`src/rtl/sio_port_pkg.sv`:
```
package sio_port_pkg;

    // Byte fields of a register-0 write; positions are decoded by neighbours.
    localparam int unsigned CMD_LSB = 3;
    localparam int unsigned CMD_MSB = 5;
    localparam int unsigned CRC_LSB = 6;
    localparam int unsigned CRC_MSB = 7;

    // Register indices with fixed meaning
    localparam int unsigned IDX_MAIN = 0;
    localparam int unsigned IDX_ERR  = 1;
    localparam int unsigned IDX_PEND = 3;
    localparam int unsigned IDX_DATA = 8;
    localparam int unsigned IDX_AUX  = 10;

    typedef enum logic [2:0] {
        OP_NONE      = 3'd0,
        OP_POINT_HI  = 3'd1,
        OP_RST_STAT  = 3'd2,
        OP_RESERVED  = 3'd3,
        OP_ARM_RX    = 3'd4,
        OP_RST_TXINT = 3'd5,
        OP_RST_RXERR = 3'd6,
        OP_RST_IUS   = 3'd7
    } op_code_e;

    typedef enum logic [1:0] {
        CRCOP_NONE  = 2'd0,
        CRCOP_RX    = 2'd1,
        CRCOP_TX    = 2'd2,
        CRCOP_EOM   = 2'd3
    } crc_code_e;

    typedef struct packed {
        logic rst_status;
        logic arm_rx_first;
        logic rst_txint;
        logic rst_rxerr;
        logic rst_ius;
        logic rst_rxcrc;
        logic rst_txcrc;
        logic rst_eom;
    } cmd_t;

endpackage

```
`src/rtl/sio_cmd_decode.sv`:
```
module sio_cmd_decode
    import sio_port_pkg::*;
#(
    parameter int unsigned PTRW = 4
) (
    input  logic            wr0_en,
    input  logic [7:0]      wbyte,
    output logic [PTRW-1:0] ptr_load,
    output cmd_t            cmd
);

    op_code_e  op;
    crc_code_e crc_op;

    assign op     = op_code_e'(wbyte[CMD_MSB:CMD_LSB]);
    assign crc_op = crc_code_e'(wbyte[CRC_MSB:CRC_LSB]);

    // Upper pointer bit only from the point-high code
    assign ptr_load = {(op == OP_POINT_HI), wbyte[PTRW-2:0]};

    always_comb begin
        cmd = '0;
        if (wr0_en) begin
            case (op)
                OP_RST_STAT:  cmd.rst_status   = 1'b1;
                OP_ARM_RX:    cmd.arm_rx_first = 1'b1;
                OP_RST_TXINT: cmd.rst_txint    = 1'b1;
                OP_RST_RXERR: cmd.rst_rxerr    = 1'b1;
                OP_RST_IUS:   cmd.rst_ius      = 1'b1;
                default:      ;
            endcase
            case (crc_op)
                CRCOP_RX:  cmd.rst_rxcrc = 1'b1;
                CRCOP_TX:  cmd.rst_txcrc = 1'b1;
                CRCOP_EOM: cmd.rst_eom   = 1'b1;
                default:   ;
            endcase
        end
    end

endmodule

```
`src/rtl/sio_wreg_file.sv`:
```
module sio_wreg_file #(
    parameter int unsigned DW   = 8,
    parameter int unsigned NREG = 16,
    localparam int unsigned IW  = $clog2(NREG)
) (
    input  logic               clk,
    input  logic               rst_n,
    input  logic               wr_en,
    input  logic [IW-1:0]      wr_idx,
    input  logic [DW-1:0]      wr_data,
    output logic [NREG*DW-1:0] regs_flat
);

    // Index 0 holds commands and the pointer, not a stored byte
    assign regs_flat[DW-1:0] = '0;

    for (genvar i = 1; i < NREG; i++) begin : g_reg
        logic [DW-1:0] val_d, val_q;

        always_comb begin
            val_d = val_q;
            if (wr_en && (wr_idx == IW'(i))) begin
                val_d = wr_data;
            end
        end

        always_ff @(posedge clk) begin
            if (!rst_n) begin
                val_q <= '0;
            end else begin
                val_q <= val_d;
            end
        end

        assign regs_flat[i*DW +: DW] = val_q;
    end

endmodule

```
`src/rtl/sio_read_mux.sv`:
```
module sio_read_mux
    import sio_port_pkg::*;
#(
    parameter int unsigned DW        = 8,
    parameter int unsigned NREG      = 16,
    parameter logic [NREG-1:0] RW_MASK = NREG'(16'b1011_0000_0000_0100),
    localparam int unsigned IW       = $clog2(NREG)
) (
    input  logic               data_sel,
    input  logic [IW-1:0]      ptr,
    input  logic [NREG*DW-1:0] regs_flat,
    input  logic [DW-1:0]      stat_main,
    input  logic [DW-1:0]      stat_err,
    input  logic [DW-1:0]      stat_pend,
    input  logic [DW-1:0]      stat_aux,
    input  logic [DW-1:0]      rx_char,
    output logic [DW-1:0]      rdata
);

    logic [DW-1:0] stored;
    assign stored = regs_flat[ptr*DW +: DW];

    always_comb begin
        if (data_sel) begin
            rdata = rx_char;
        end else if (ptr == IW'(IDX_MAIN)) begin
            rdata = stat_main;
        end else if (ptr == IW'(IDX_ERR)) begin
            rdata = stat_err;
        end else if (ptr == IW'(IDX_PEND)) begin
            rdata = stat_pend;
        end else if (ptr == IW'(IDX_DATA)) begin
            rdata = rx_char;
        end else if (ptr == IW'(IDX_AUX)) begin
            rdata = stat_aux;
        end else if (RW_MASK[ptr]) begin
            rdata = stored;
        end else begin
            rdata = '0;
        end
    end

endmodule

```
`src/rtl/sio_ctrl_port.sv`:
```
module sio_ctrl_port
    import sio_port_pkg::*;
#(
    parameter int unsigned DW   = 8,
    parameter int unsigned NREG = 16
) (
    input  logic               clk,
    input  logic               rst_n,
    input  logic               bus_data_sel,
    input  logic               bus_wr,
    input  logic               bus_rd,
    input  logic [7:0]         bus_wdata,
    output logic [7:0]         bus_rdata,
    input  logic [7:0]         stat_main,
    input  logic [7:0]         stat_err,
    input  logic [7:0]         stat_pend,
    input  logic [7:0]         stat_aux,
    input  logic [7:0]         rx_char,
    output logic [NREG*DW-1:0] cfg_regs,
    output logic [7:0]         tx_data,
    output logic               tx_load,
    output logic               rx_taken,
    output logic               cmd_rst_status,
    output logic               cmd_arm_rx_first,
    output logic               cmd_rst_txint,
    output logic               cmd_rst_rxerr,
    output logic               cmd_rst_ius,
    output logic               cmd_rst_rxcrc,
    output logic               cmd_rst_txcrc,
    output logic               cmd_rst_eom
);

    localparam int unsigned PTRW = $clog2(NREG);

    typedef struct packed {
        logic [PTRW-1:0] ptr;
        cmd_t            cmd;
        logic            tx_stb;
        logic            rx_stb;
    } state_t;

    state_t state_d, state_q;

    logic            ctl_wr, ctl_rd, dat_wr, dat_rd, wr0;
    logic            reg_we;
    logic [PTRW-1:0] reg_idx, ptr_load, ptr_q;
    cmd_t            dec_cmd;

    // Write has priority over a simultaneous read
    assign ctl_wr = bus_wr & ~bus_data_sel;
    assign dat_wr = bus_wr &  bus_data_sel;
    assign ctl_rd = bus_rd & ~bus_wr & ~bus_data_sel;
    assign dat_rd = bus_rd & ~bus_wr &  bus_data_sel;
    assign ptr_q  = state_q.ptr;
    assign wr0    = ctl_wr & (ptr_q == '0);

    assign reg_we  = dat_wr | (ctl_wr & (ptr_q != '0));
    assign reg_idx = dat_wr ? PTRW'(IDX_DATA) : ptr_q;

    sio_cmd_decode #(.PTRW(PTRW)) u_dec (
        .wr0_en   (wr0),
        .wbyte    (bus_wdata),
        .ptr_load (ptr_load),
        .cmd      (dec_cmd)
    );

    always_comb begin
        state_d = state_q;
        if (wr0) begin
            state_d.ptr = ptr_load;
        end else if (ctl_wr || ctl_rd) begin
            state_d.ptr = '0;
        end
        state_d.cmd    = dec_cmd;
        state_d.tx_stb = reg_we && (reg_idx == PTRW'(IDX_DATA));
        state_d.rx_stb = dat_rd || (ctl_rd && (ptr_q == PTRW'(IDX_DATA)));
    end

    always_ff @(posedge clk) begin
        if (!rst_n) begin
            state_q <= '0;
        end else begin
            state_q <= state_d;
        end
    end

    sio_wreg_file #(.DW(DW), .NREG(NREG)) u_regs (
        .clk       (clk),
        .rst_n     (rst_n),
        .wr_en     (reg_we),
        .wr_idx    (reg_idx),
        .wr_data   (DW'(bus_wdata)),
        .regs_flat (cfg_regs)
    );

    sio_read_mux #(.DW(8), .NREG(NREG)) u_rmux (
        .data_sel  (bus_data_sel),
        .ptr       (ptr_q),
        .regs_flat (cfg_regs),
        .stat_main (stat_main),
        .stat_err  (stat_err),
        .stat_pend (stat_pend),
        .stat_aux  (stat_aux),
        .rx_char   (rx_char),
        .rdata     (bus_rdata)
    );

    assign tx_data          = cfg_regs[IDX_DATA*DW +: 8];
    assign tx_load          = state_q.tx_stb;
    assign rx_taken         = state_q.rx_stb;
    assign cmd_rst_status   = state_q.cmd.rst_status;
    assign cmd_arm_rx_first = state_q.cmd.arm_rx_first;
    assign cmd_rst_txint    = state_q.cmd.rst_txint;
    assign cmd_rst_rxerr    = state_q.cmd.rst_rxerr;
    assign cmd_rst_ius      = state_q.cmd.rst_ius;
    assign cmd_rst_rxcrc    = state_q.cmd.rst_rxcrc;
    assign cmd_rst_txcrc    = state_q.cmd.rst_txcrc;
    assign cmd_rst_eom      = state_q.cmd.rst_eom;

endmodule

```
`config.mk`:
```
export PLATFORM = sky130hd
export DESIGN_NAME = sio_ctrl_port
export DESIGN_NICKNAME = d
export VERILOG_FILES = /design/src/rtl/sio_port_pkg.sv /design/src/rtl/sio_cmd_decode.sv /design/src/rtl/sio_wreg_file.sv /design/src/rtl/sio_read_mux.sv /design/src/rtl/sio_ctrl_port.sv
export SDC_FILE = /design/constraint.sdc
export NUM_CORES = 1
export LEC_CHECK = 0
export ABC_AREA = 1
export BUFFER_PORTS_ARGS = -buffer_cell sky130_fd_sc_hd__buf_2
export CAP_MARGIN = 20
export CELL_PAD_IN_SITES_DETAIL_PLACEMENT = 1
export CELL_PAD_IN_SITES_GLOBAL_PLACEMENT = 2
export CORE_MARGIN = 5
export CORE_UTILIZATION = 27
export CTS_CLUSTER_DIAMETER = 100
export DETAILED_ROUTE_END_ITERATION = 8
export GPL_TIMING_DRIVEN = 1
export PLACE_DENSITY_LB_ADDON = 0.05
export SYNTH_ARGS = -nofsm -noshare
export SYNTH_HDL_FRONTEND = slang
export SYNTH_SLANG_ARGS = --single-unit
```
`constraint.sdc`:
```
create_clock -name clk -period 2.2 [get_ports clk]
set_input_delay 0.11 -clock clk [delete_from_list [all_inputs] [get_ports clk]]
set_output_delay 0.11 -clock clk [all_outputs]
set_load 0.02 [all_outputs]
```
==> flow_summary.ini, run 1 <==
[run_status]
status = complete, but fails checks
violations = setup timing

[critical_path]
r2r_slack_ns = 0.15
timing.rr.start = ptr_q[0]$_SDFFE_PN0N_
cp-end-kind = output pin
crit_arrival_ns = 2.25
cp.required_ns = 2.09
crit_path_start_kind = flop
crit_type = reg2out
worstRegToRegCells = 11
path_max_fanout = 5

[grt]
grt_remaining_overflow = 0
grt_pass1_vias = 7036
grt_max_degree = 86
track_usage = 0.214
grt_pass1_wl_mm = 43.2
antenna_found_initial = 0

[logic_synthesis]
synth_area_mm2 = 0.00626
synth_warnings = 0
synth_edf_count = 0
synth_most_common_cell = nand2_1
synth_top_area_cell = dfxtp_1
synth_top_area_share = 0.431
ys_types = 31
ys_async_sr_fraction = 0
ys_seq_area_frac = 0.431
ys_ff_latch = 135
syn_inst = 847
synth_area_leaders = dfxtp_1 43%, nand2_1 12%, a21oi_1 11%
postSynthAreaPerCell_um2 = 7.39
yosys-top-cells-count = 206 x nand2_1, 137 x a21oi_1, 135 x dfxtp_1
yosys_most_used_dff = dfxtp_1

[routing]
vias_per_cell = 4.99
wl_per_cell_um = 20.8
dr.pass1.iters = 4
totalWireLength_mm = 28.6
vias = 6868
postRouteAntennaNets = 0
drc = 0
drt_iter0_markers = 417

[clocking]
cts_buffers = 17
numClockSinks = 135
clkTransAtPathRegs_ns = 0.06
clock_latency_ns = 0.43
cts_root_buf = clkbuf_16
htreeDepth = 4
cts_tree = yes
clock_path_buffers = 2

[timing]
fin_crit_sh = 1.07
slew_headroom = 0.475
tightest_slew_ns = 0.788
rsz0062_at_grt = yes
fin_ws_ns = -0.161
skew_ns = 0.0100
setup_viol = 8
hold_viol_final = 0
fmax_mhz = 424
maxSlewViolCount = 0
fin_crit_ns = 2.36

[flow_run]
max-cap-violations = 0

[floorplan]
row_count = 55
die_y_um = 162
design.die.area_mm2 = 0.0263
die_w_um = 162
initial_utilization = 0.276
pin_count = 207
coreArea_mm2 = 0.0227

[power_and_ir_drop]
p_leak_uw = 0.00420
p_per_area_mw_per_mm2 = 678
ir_drop_mv = 0.583

[worst_hold_path]
hold_class = in2reg
holdPathEnd = u_regs.g_reg[1].val_q[2]$_SDFFE_PN0P_
min_delay_path_depth = 3
min_from = bus_wdata[2]

[placement]
dp.cells = 1324
placed_area_mm2 = 0.00770
gp_congestion = 0.840
place_hpwl_mm = 21.1
portBuffers = 198

[layout]
syn2layout_area_growth_pct = 41.9
fin_cells = 1377
drive_gt1_frac = 0.363
antenna_cells = 0
nFillCells = 2824
nets = 1132
fin_area_mm2 = 0.00889
-- worst max-delay path by stage --
stage / endpoint / slack [ns] / start / depth (start not counted)
after floorplan: bus_rdata[0] / 0.48 / ptr_q[0]$_SDFFE_PN0N_ / 12
after global placement: bus_rdata[6] / -0.03 / ptr_q[0]$_SDFFE_PN0N_ / 16
after detailed placement: bus_rdata[6] / -0.05 / ptr_q[1]$_SDFFE_PN0N_ / 15
after CTS: bus_rdata[6] / -0.17 / ptr_q[0]$_SDFFE_PN0N_ / 15
after global routing: bus_rdata[0] / -0.29 / ptr_q[0]$_SDFFE_PN0N_ / 17
final: bus_rdata[5] / -0.16 / ptr_q[0]$_SDFFE_PN0N_ / 15
-- through the flow --
step,TNS [ns],setup WS (ns),power (µW),utilization,hold slack (ns)
after floorplan,0,0.476,2890,-,0.186
after global placement,-0.0322,-0.0322,3150,0.339,0.348
after detailed placement,-0.0701,-0.0501,3150,0.339,0.348
after CTS,-1.07,-0.175,6060,0.383,0.0347
after global routing,-2.07,-0.286,6250,0.391,0.0368
final,-0.776,-0.161,6020,0.391,0.0399
-- cell usage in the layout, fill, tap and decap left out, types with 9 or more instances in the layout --
cell type	synthesis	routed
a21oi_1	137	136
a22oi_1	40	19
a22oi_2	0	21
buf_2	12	191
buf_4	31	51
buf_6	0	14
clkbuf_16	0	17
dfxtp_1	135	132
inv_1	36	33
nand2_1	206	178
nand2_2	3	29
nand3_1	17	17
nor2_1	21	19
nor2_2	8	9
o21ai_0	120	112
o21ai_2	0	9
-- per-layer routing --
metal	track usage	part of all wire
met1	0.288	0.46
met5	0	0
met2	0.354	0.48
met4	0.0450	0.011
met3	0.0474	0.050
-- area by class of cell --
type / count / area, µm² / area share
sequential: 135 / 2710 / 0.305
multi-input combinational: 608 / 3290 / 0.370
clock buffer: 19 / 443 / 0.0498
clock inverter: 13 / 134 / 0.0151
inverter: 44 / 178 / 0.0200
timing repair buffer: 273 / 1770 / 0.199
tap: 285 / 357 / 0.0401
-- cell families after synthesis --
group | count (synthesis) | synth area share
AOI/OAI and AO/OA | 317 | 0.277
DFF | 135 | 0.431
and+or+nand+nor | 283 | 0.203
buffers and inverters | 111 | 0.0879
other | 1 | 0.000599
-- critical path, stage by stage (launching register included) --
cell and delay, ns:
dfxtp_4 0.37, buf_6 0.12, nand2_4 0.07, inv_6 0.06
buf_12 0.14, a22oi_2 0.18, nand2_1 0.08, nand2_1 0.08
nand2_1 0.06, o21ai_2 0.21, nand2_2 0.09, nand2_1 0.07
nand2_1 0.05, nand2_1 0.06, nand2_1 0.06, buf_6 0.13
-- state kept, by name, summed over array words and instances, names as in the netlist, named ones only --
signal and flops:
u_regs.g.val_q 120, ptr_q 4, cmd_arm_rx_first 1, cmd_rst_eom 1, cmd_rst_ius 1, cmd_rst_rxcrc 1
cmd_rst_rxerr 1, cmd_rst_status 1, cmd_rst_txcrc 1, cmd_rst_txint 1, rx_taken 1, tx_load 1
-- report_power, final --
part	total [µW]	internal (µW)	switching (µW)
clock network	2850	1620	1230
logic	676	239	437
registers	2500	2470	28.1
-- what timing repair did --
action | in CTS | in global routing
buffers inserted | 5 | 7
endpoints found under the setup margin | 8 | 23
hold endpoints to repair | 12 | 0
cloned | 2 | 0
hold buffers | 8 | 0
gates resized for setup | 81 | 33
pin swaps | 31 | 22
No activity file was read; power rests on OpenSTA's default activity.
==> run 2: changes to the inputs <==
CORE_MARGIN = 2   (was 5)
==> flow_summary.ini, run 2 (synthesized netlist as in run 1, its figures left out) <==
[clocking]
cts_tree = yes
cts_root_buf = clkbuf_16
clock_path_buffers = 2
clock_latency_ns = 0.43
htreeDepth = 4
numClockSinks = 135
clkTransAtPathRegs_ns = 0.06
cts_buffers = 17

[timing]
rsz0062_at_grt = yes
fin_ws_ns = -0.180
fin_crit_ns = 2.38
maxSlewViolCount = 0
fmax_mhz = 420
hold_viol_final = 0
hold_ws_ns = 0.0401
skew_ns = 0.0103
setup_tns_ns = -1.04
tightest_slew_ns = 0.746
setup_viol = 8
fin_crit_sh = 1.08
slew_headroom = 0.502

[power_and_ir_drop]
p_int_uw = 4470
power_switching_uw = 1700
swShare = 0.275
seqPwrFrac = 0.405
p_per_area_mw_per_mm2 = 680
pwr-share-comb = 0.116
clock_power_share = 0.479
p_leak_uw = 0.00429
ir_drop_mv = 0.423

[routing]
postRouteAntennaNets = 0
drt_iter0_markers = 319
vias_per_cell = 4.97
dr.pass1.iters = 6
vias = 6890
wl_per_cell_um = 20.2
totalWireLength_mm = 28.1
drc = 0

[critical_path]
crit_type = reg2out
timing.rr.start = ptr_q[0]$_SDFFE_PN0N_
critical_path.endpoint = bus_rdata[6]
cp-startpoint = ptr_q[0]$_SDFFE_PN0N_
cp.depth = 14
crit_path_start_kind = flop
crit_path_top_delay_cell = dfxtp_4
cp.required_ns = 2.09
worstRegToRegCells = 11
critPathBufInv = 3
cpMostUsedCell = nand2_2
cp-end-kind = output pin
slowest_delay_ns = 0.40
crit_family = simple AND/OR/NAND/NOR gates
cp_cell_sequence = buf_6, nor2_4, buf_12, a22oi_2, nand2_2, nand2_2, nand2_1, o21ai_2, nand2_2, nand2_2, nand2_1, nand2_2, nand2_2, buf_6
crit_arrival_ns = 2.27
path_max_fanout = 10
r2r_slack_ns = 0.09

[placement]
place_hpwl_mm = 20.3
portBuffers = 198
preCtsSetupSlack_ns = -0.192
gp_congestion = 0.778
placed_area_mm2 = 0.00774

[layout]
multi_input_area_mm2 = 0.00334
fin_util = 0.399
fin_area_mm2 = 0.00907
syn2layout_area_growth_pct = 44.7
antenna_cells = 0
layout_common_cells = 190 x buf_2, 179 x nand2_1, 135 x a21oi_1, 133 x dfxtp_1, 112 x o21ai_0
mostFrequentLayoutCell = buf_2
nets = 1141
drive_gt1_frac = 0.372
top_register = u_regs.g.val_q
seq_area_mm2 = 0.00271
largest_reg_flops = 120
nFillCells = 2817

[floorplan]
die_w_um = 156
coreArea_mm2 = 0.0227
row_count = 55
initial_utilization = 0.276
die_y_um = 156
design.die.area_mm2 = 0.0244
pin_count = 207

[grt]
track_usage = 0.231
grt_remaining_overflow = 0
grt_max_degree = 95
grt_pass1_vias = 7124
grt_pass1_wl_mm = 42.7
antenna_found_initial = 0

[run_status]
violations = setup timing
status = complete, but fails checks

[worst_hold_path]
hold_class = in2reg
min_delay_path_depth = 3

[flow_run]
max-cap-violations = 0
run 2: cell count changes in the layout (fill, tap and decap cells not counted), sizes merged:
cell	before	now
bufinv	1	2
clkinv	5	7
clkinvlp	3	2
buf	265	274
inv	48	46
run 2: tightest hold or removal path, cell delays in order:
cell and delay (ns):
buf_2 0.12, o21ai_0 0.09, a21oi_1 0.11
run 2: power groups by stage:
stage	logic [µW]	clock network (µW)	registers, µW
2_1_floorplan	323	0	2570
3_5_place_dp	603	0	2550
3_3_place_gp	602	0	2550
6_report	713	2960	2500
5_1_grt	769	3100	2500
4_1_cts	677	3000	2500
run 2: metrics by stage:
stage | total power [µW] | std cells
4_1_cts | 6180 | 1376
3_5_place_dp | 3160 | 1327
5_1_grt | 6370 | 1386
2_1_floorplan | 2890 | 854
6_report | 6170 | 1386
3_3_place_gp | 3150 | 1327
run 2: routing by layer:
layer	share of wire	vias up	track usage
li1	-	3367	-
met1	0.46	3335	0.311
met2	0.48	168	0.391
met3	0.045	20	0.0390
met4	0.0082	0	0.0437
met5	0	-	0
run 2: layout make-up:
cell class                 instances  area share
sequential                       135       0.299
clock buffer                      19      0.0489
inverter                          44      0.0200
tap                              285      0.0393
multi-input combinational        608       0.368
timing repair buffer             282       0.207
clock inverter                    13      0.0177
run 2: how the worst min path moves through the flow:
stage	from	end	slack, ns
after floorplan	bus_wdata[3]	cmd_rst_status$_SDFF_PN0_	0.19
after global placement	bus_wdata[6]	cmd_rst_txcrc$_SDFF_PN0_	0.34
after detailed placement	bus_wdata[6]	cmd_rst_txcrc$_SDFF_PN0_	0.34
after CTS	bus_wdata[2]	u_regs.g_reg[1].val_q[2]$_SDFFE_PN0P_	0.03
after global routing	bus_wdata[2]	u_regs.g_reg[3].val_q[2]$_SDFFE_PN0P_	0.07
final	bus_wdata[2]	u_regs.g_reg[1].val_q[2]$_SDFFE_PN0P_	0.04
run 2: timing repair:
| item | 4_1_cts | 5_1_grt |
|---|---|---|
| buffers inserted | 6 | 11 |
| endpoints found under the hold margin | 12 | 0 |
| hold buffers | 9 | 0 |
| cloned | 3 | 0 |
| pin swaps | 38 | 38 |
| setup endpoints to repair | 12 | 10 |
| resized for setup | 78 | 52 |
